**config.mk**
```make
export PLATFORM = sky130hd
export DESIGN_NAME = lcd_raster_timer
export DESIGN_NICKNAME = d
export VERILOG_FILES = /design/src/rtl/lcd_raster_timer.sv
export SDC_FILE = /design/constraint.sdc
export NUM_CORES = 1
export LEC_CHECK = 0
export BUFFER_PORTS_ARGS = -buffer_cell sky130_fd_sc_hd__clkbuf_2
export CORE_UTILIZATION = 55
export CTS_CLUSTER_DIAMETER = 30
export DETAILED_ROUTE_END_ITERATION = 8
export PLACE_DENSITY = 0.73
export SLEW_MARGIN = 20
export SYNTH_ARGS = -nofsm -noshare
export SYNTH_HDL_FRONTEND = slang
export SYNTH_SLANG_ARGS = --single-unit
```
**constraint.sdc**
```tcl
create_clock -name clk -period 4.21 [get_ports clk]
set_input_delay 0.842 -clock clk [delete_from_list [all_inputs] [get_ports clk]]
set_output_delay 0.842 -clock clk [all_outputs]
set_load 0.03 [all_outputs]
```
**src/rtl/lcd_raster_timer.sv**
```systemverilog
module lcd_raster_timer #(
  parameter int TW = 16,
  parameter int SW = 10
) (
  input  logic          clk,
  input  logic          rst_n,
  input  logic          pix_en,
  input  logic          wr_en,
  input  logic [2:0]    wr_addr,
  input  logic [31:0]   wr_data,
  output logic          hsync,
  output logic          vsync,
  output logic          de,
  output logic          pclk_fall,
  output logic          sof,
  output logic          eof,
  output logic          running,
  output logic          stopped,
  output logic [TW-1:0] h_pos,
  output logic [TW-1:0] v_pos
);
  localparam logic [TW-1:0] ONE = TW'(1);

  logic [5:0]    cfg;
  logic [SW-1:0] hsw_r, vsw_r, hsw_s, vsw_s;
  logic [TW-1:0] ht_r, vt_r, hds_r, hde_r, vds_r, vde_r;
  logic [TW-1:0] ht_s, vt_s, hds_s, hde_s, vds_s, vde_s;
  logic [TW-1:0] hcnt, vcnt;
  logic          run, stop_req, done;

  logic ctrl_wr, start_cmd, line_end, last_px, load;
  assign ctrl_wr   = wr_en && wr_addr == 3'd6;
  assign start_cmd = ctrl_wr && wr_data[0] && !run && !done;
  assign line_end  = hcnt == ht_s - ONE;
  assign last_px   = line_end && vcnt == vt_s - ONE;
  assign load      = start_cmd || (run && pix_en && last_px && !stop_req);

  always_ff @(posedge clk or negedge rst_n)
    if (!rst_n) begin
      cfg <= '0; hsw_r <= '0; vsw_r <= '0;
      ht_r <= '0; vt_r <= '0; hds_r <= '0; hde_r <= '0; vds_r <= '0; vde_r <= '0;
    end else if (wr_en)
      case (wr_addr)
        3'd0: cfg <= wr_data[5:0];
        3'd1: hsw_r <= wr_data[SW-1:0];
        3'd2: vsw_r <= wr_data[SW-1:0];
        3'd3: begin ht_r <= wr_data[16 +: TW]; vt_r <= wr_data[0 +: TW]; end
        3'd4: begin hds_r <= wr_data[16 +: TW]; hde_r <= wr_data[0 +: TW]; end
        3'd5: begin vds_r <= wr_data[16 +: TW]; vde_r <= wr_data[0 +: TW]; end
        default: ;
      endcase

  always_ff @(posedge clk or negedge rst_n)
    if (!rst_n) begin
      hsw_s <= '0; vsw_s <= '0;
      ht_s <= '0; vt_s <= '0; hds_s <= '0; hde_s <= '0; vds_s <= '0; vde_s <= '0;
    end else if (load) begin
      hsw_s <= hsw_r; vsw_s <= vsw_r;
      ht_s <= ht_r; vt_s <= vt_r; hds_s <= hds_r; hde_s <= hde_r; vds_s <= vds_r; vde_s <= vde_r;
    end

  always_ff @(posedge clk or negedge rst_n)
    if (!rst_n) begin
      run <= 1'b0; done <= 1'b0; stop_req <= 1'b0; hcnt <= '0; vcnt <= '0;
    end else begin
      if (run && pix_en) begin
        if (last_px) begin
          hcnt <= '0;
          vcnt <= '0;
          if (stop_req) begin
            run <= 1'b0; done <= 1'b1; stop_req <= 1'b0;
          end
        end else if (line_end) begin
          hcnt <= '0;
          vcnt <= vcnt + ONE;
        end else
          hcnt <= hcnt + ONE;
      end
      if (start_cmd) begin
        run <= 1'b1; stop_req <= 1'b0; hcnt <= '0; vcnt <= '0;
      end
      if (ctrl_wr && wr_data[1] && run && !(pix_en && last_px)) stop_req <= 1'b1;
      if (wr_en && wr_addr == 3'd7) done <= 1'b0;
    end

  logic hs_a, vs_a, de_a;
  assign hs_a = run && hcnt < TW'(hsw_s);
  assign vs_a = run && vcnt < TW'(vsw_s);
  assign de_a = run && hcnt >= hds_s && hcnt < hde_s && vcnt >= vds_s && vcnt < vde_s;

  assign hsync     = hs_a ^ cfg[0];
  assign vsync     = vs_a ^ cfg[1];
  assign de        = de_a ^ cfg[2];
  assign pclk_fall = cfg[3];
  assign sof       = run && pix_en && hcnt == '0 && vcnt == '0 && cfg[4];
  assign eof       = run && pix_en && last_px && cfg[5];
  assign running   = run;
  assign stopped   = done;
  assign h_pos     = hcnt;
  assign v_pos     = vcnt;
endmodule

```
==> results.md <==
- Routed WL per cell: 21.08 µm
- Slew HR: ~27%
- Die W: 162.4 µm
- Most common cell on crit path: or4_4
- Die area: 26380 µm²
- Worst setup margin: 0.05726 ns
- Max-slew violations: 0
- Worst-path maximum fanout: 6
- Worst clock skew: 0.01944 ns
- DRC violations left: 0
- Crit-path cells: or4_4 > or4_4 > buf_6 > or3_1 > nand2_2 > nor3b_4 > and3_4 > buf_8
- Final core utilization: 68.75%
- Post-Route WL: 36.51 mm
- R2R Path End: ht_s[1]
- Yosys cell types: 69
- CP Class: register to output pin
- CP Launch Type: register
- Diodes inserted: 0
- Reg2reg setup slack: 0.42 ns
- WP data arrival: roughly 3.3 ns
- Pin count of the biggest net entering global routing: 103
- Register area share after synthesis: 48.27%
- Yosys Warn Count: 0
- DR vias/cell: 5.957
- Synth area leader: dfrtp_1
- Ys flop type: dfrtp_1
- Period utilization: between 90% and 100%
- Area occupied by multi-input gates: 6889 µm²
- Total GRT Usage: 28.53%
- Clock buffer depth: 3
- Hold_buf cts: 0
- Post-DP HPWL: approximately 25 mm
- IO Port Bufs: 78
- Fillers: between 1500 and 2000
- Static Leakage: about 8 nW
- Share of layout cells above drive strength 1: 33.45%
- First-pass GRT wire length: 57.57 mm
- Syn_area_per_cell: 11.52 µm²
- Nets: 1483
- Worst EP required: 3.37 ns
- Final setup fails: 0
- 1st-iter DRT viols: between 600 and 700
- Placer Congestion: 0.8984
- Status: completed
- Register Area: 6839 µm²
- Async set-reset flop share out of synthesis: 100.0%
- Synth Register Bits: 273
- Gr ovfl total: 0
- Cts bufs inserted: 55
- Core box area: between 20000 and 30000 µm²
- Post-route ant nets: 0
- Top cell type's share of synthesized area: 48.27%
- Worst R2R Start: vt_s[0]
- Rows: 58
- Worst VDD drop: 438.6 µV
- TritonCTS clock tree: yes
- Area Overhead vs Synth: 22.32%
- Reg2Reg Depth: 11
- Fmax achieved: ~240 MHz
- H-tree depth: 2
- Synth Net Count: 1354
- Mapped Cells: 1229
- Minimum clock period: 4.153 ns
- Crit path largest cell delay: 0.58 ns
- Initial antenna violation count: 1
- Final Hold Viols: 0
- Power Dens Cells: 631.6 nW/µm²
- Worst hold slack: 0.3176 ns
- Crit path capture type: output pin
- Clock Latency Late Sink: 0.57 ns
- CP max stage cell: or4_4
- Sink Count: 273
- Clk slew on worst S/H paths: 0.04 ns
- Post-Place Worst Slack: 0.1297 ns
- Cell area after layout: 17310 µm²
- Synthesized area: approximately 14000 µm²
- Die Height: 162.4 µm
- Placed cell area: roughly 15000 µm²
- Vias in the first global route: 10350
- # IOs: 79
- Post-synth EDFFs: 0
- RSZ-0062 raised after global routing: yes
- Setup TNS Final: 0 ns
- Initial Util: 56.21%
- Class of the worst hold path: input pin to async pin
- Max-cap violation count: 0
- Root buf cell: clkbuf_16
- Via count: 10320
- Slew @ Worst Pin: 1.090 ns
- TritonRoute pass-1 iters: 5
- Synth top area cells: dfrtp_1 (48%), mux2_2 (16%), ha_1 (7.6%)
critical path, delay by kind of cell (launching register included):
family	cells	cell delay, ns
buffers and inverters	2	0.27
DFF	1	0.43
and+or+nand+nor	6	2.06
sequential cells by signal, indices dropped and copies added (netlist names):
| signal | cells |
|---|---|
| ht_r | 16 |
| vt_r | 16 |
| hsw_s | 10 |
| vde_s | 16 |
| ht_s | 16 |
| stopped | 1 |
| vt_s | 16 |
| h_pos | 16 |
| running | 1 |
| vsw_s | 10 |
| vds_r | 16 |
| cfg | 6 |
| vsw_r | 10 |
| v_pos | 16 |
| stop_req | 1 |
| hde_r | 16 |
| hde_s | 16 |
| hds_r | 16 |
| hds_s | 16 |
| hsw_r | 10 |
| vde_r | 16 |
| vds_s | 16 |
Yosys cell counts (3+ instances only):
| cell | n |
|---|---|
| nor4b_1 | 4 |
| nand3b_1 | 5 |
| inv_1 | 100 |
| and4_1 | 4 |
| o21a_1 | 5 |
| buf_6 | 5 |
| nor2_1 | 66 |
| a31oi_1 | 7 |
| nor2b_1 | 3 |
| nor3_1 | 23 |
| nand3_1 | 23 |
| a21oi_1 | 41 |
| dfrtp_1 | 273 |
| nand4_1 | 12 |
| or3_1 | 9 |
| nand2b_1 | 11 |
| o31ai_1 | 7 |
| a211oi_1 | 6 |
| or2_2 | 6 |
| xnor2_1 | 21 |
| nor4_1 | 20 |
| a21o_1 | 11 |
| buf_2 | 8 |
| or4_1 | 9 |
| o211ai_1 | 4 |
| ha_1 | 86 |
| nand2_1 | 45 |
| xor2_1 | 22 |
| a22o_1 | 6 |
| nor3b_1 | 5 |
| a21boi_0 | 5 |
| o21ai_0 | 36 |
| and3_1 | 12 |
| mux2_2 | 199 |
| a2111o_1 | 3 |
| mux2_1 | 40 |
| a2111oi_0 | 7 |
| clkbuf_1 | 36 |
| nand4b_1 | 4 |
how the worst max path moves through the flow:
stage / startpoint / to / slack, ns / cells past startpoint
after detailed placement: ht_s[1] / eof / 0.13 / 11
after CTS: ht_s[1] / eof / 0.01 / 11
after global placement: ht_s[0] / eof / 0.21 / 11
after floorplan: vt_s[6] / eof / 0.50 / 8
after global routing: vt_s[0] / eof / -0.01 / 8
final: vt_s[0] / eof / 0.06 / 8
metal layers:
| metal | global-route usage, % | share of wire (%) | vias to the layer above |
|---|---|---|---|
| met5 | 0 | 0 | - |
| met4 | 11.19 | 3.3 | 0 |
| met3 | 4.940 | 5.7 | 87 |
| met2 | 45.88 | 48 | 324 |
| met1 | 38.53 | 43 | 5219 |
| li1 | - | - | 4688 |
layout by cell type, fill, tap and decap left out, types with 6 or more instances in the layout:
cell and instances:
or2_2 6, a22o_1 6, and3_1 11, ha_1 85, mux2_2 199, a31oi_1 7, a21oi_1 41, nand2b_1 11
clkinvlp_4 6, dfrtp_2 6, clkbuf_8 10, clkinv_4 6, or3_1 9, mux2_1 40, xnor2_1 21, nand4_1 12
bufinv_16 8, buf_4 42, inv_1 100, clkinv_2 10, nor2_1 65, dfrtp_1 267, a2111oi_2 6, xor2_1 22
clkbuf_16 55, o21ai_0 34, nand2_1 44, a21o_1 11, nand3_1 23, nor3_1 20, clkbuf_2 75, nor4_1 18
through the flow:
stage               cells  power (mW)
floorplan            1229       5.381
global placement     1624       6.104
detailed placement   1624       6.221
CTS                  1727       10.85
global route         1732       11.46
finish               1732       10.94
layout make-up:
class | count | area share [%]
Timing Repair Buffer | 125 | 4.734
Tap cell | 330 | 2.385
Sequential cell | 273 | 39.50
Inverter | 100 | 2.168
Clock inverter | 32 | 2.587
Multi-Input combinational cell | 803 | 39.79
Clock buffer | 69 | 8.831
cells by family after synthesis:
family,synth area share (%)
compound gates,7.612
xor+xnor,2.661
fa+ha+maj,7.603
buf+inv,4.429
flops,48.27
mux,19.16
simple gates,10.27
where the power goes:
part,internal (mW),switching [mW]
logic,1.25,1.38
registers,3.28,0.523
clock network,3.06,1.44
total,7.59,3.34
what timing repair did:
action / in CTS / in global routing
endpoints found under the setup margin: 2 / 2
gates resized for setup: 24 / 29
pin swaps: 4 / 11
setup buffers: 2 / 5
cloned: 0 / 0
Power figures use the tool's default switching activity.
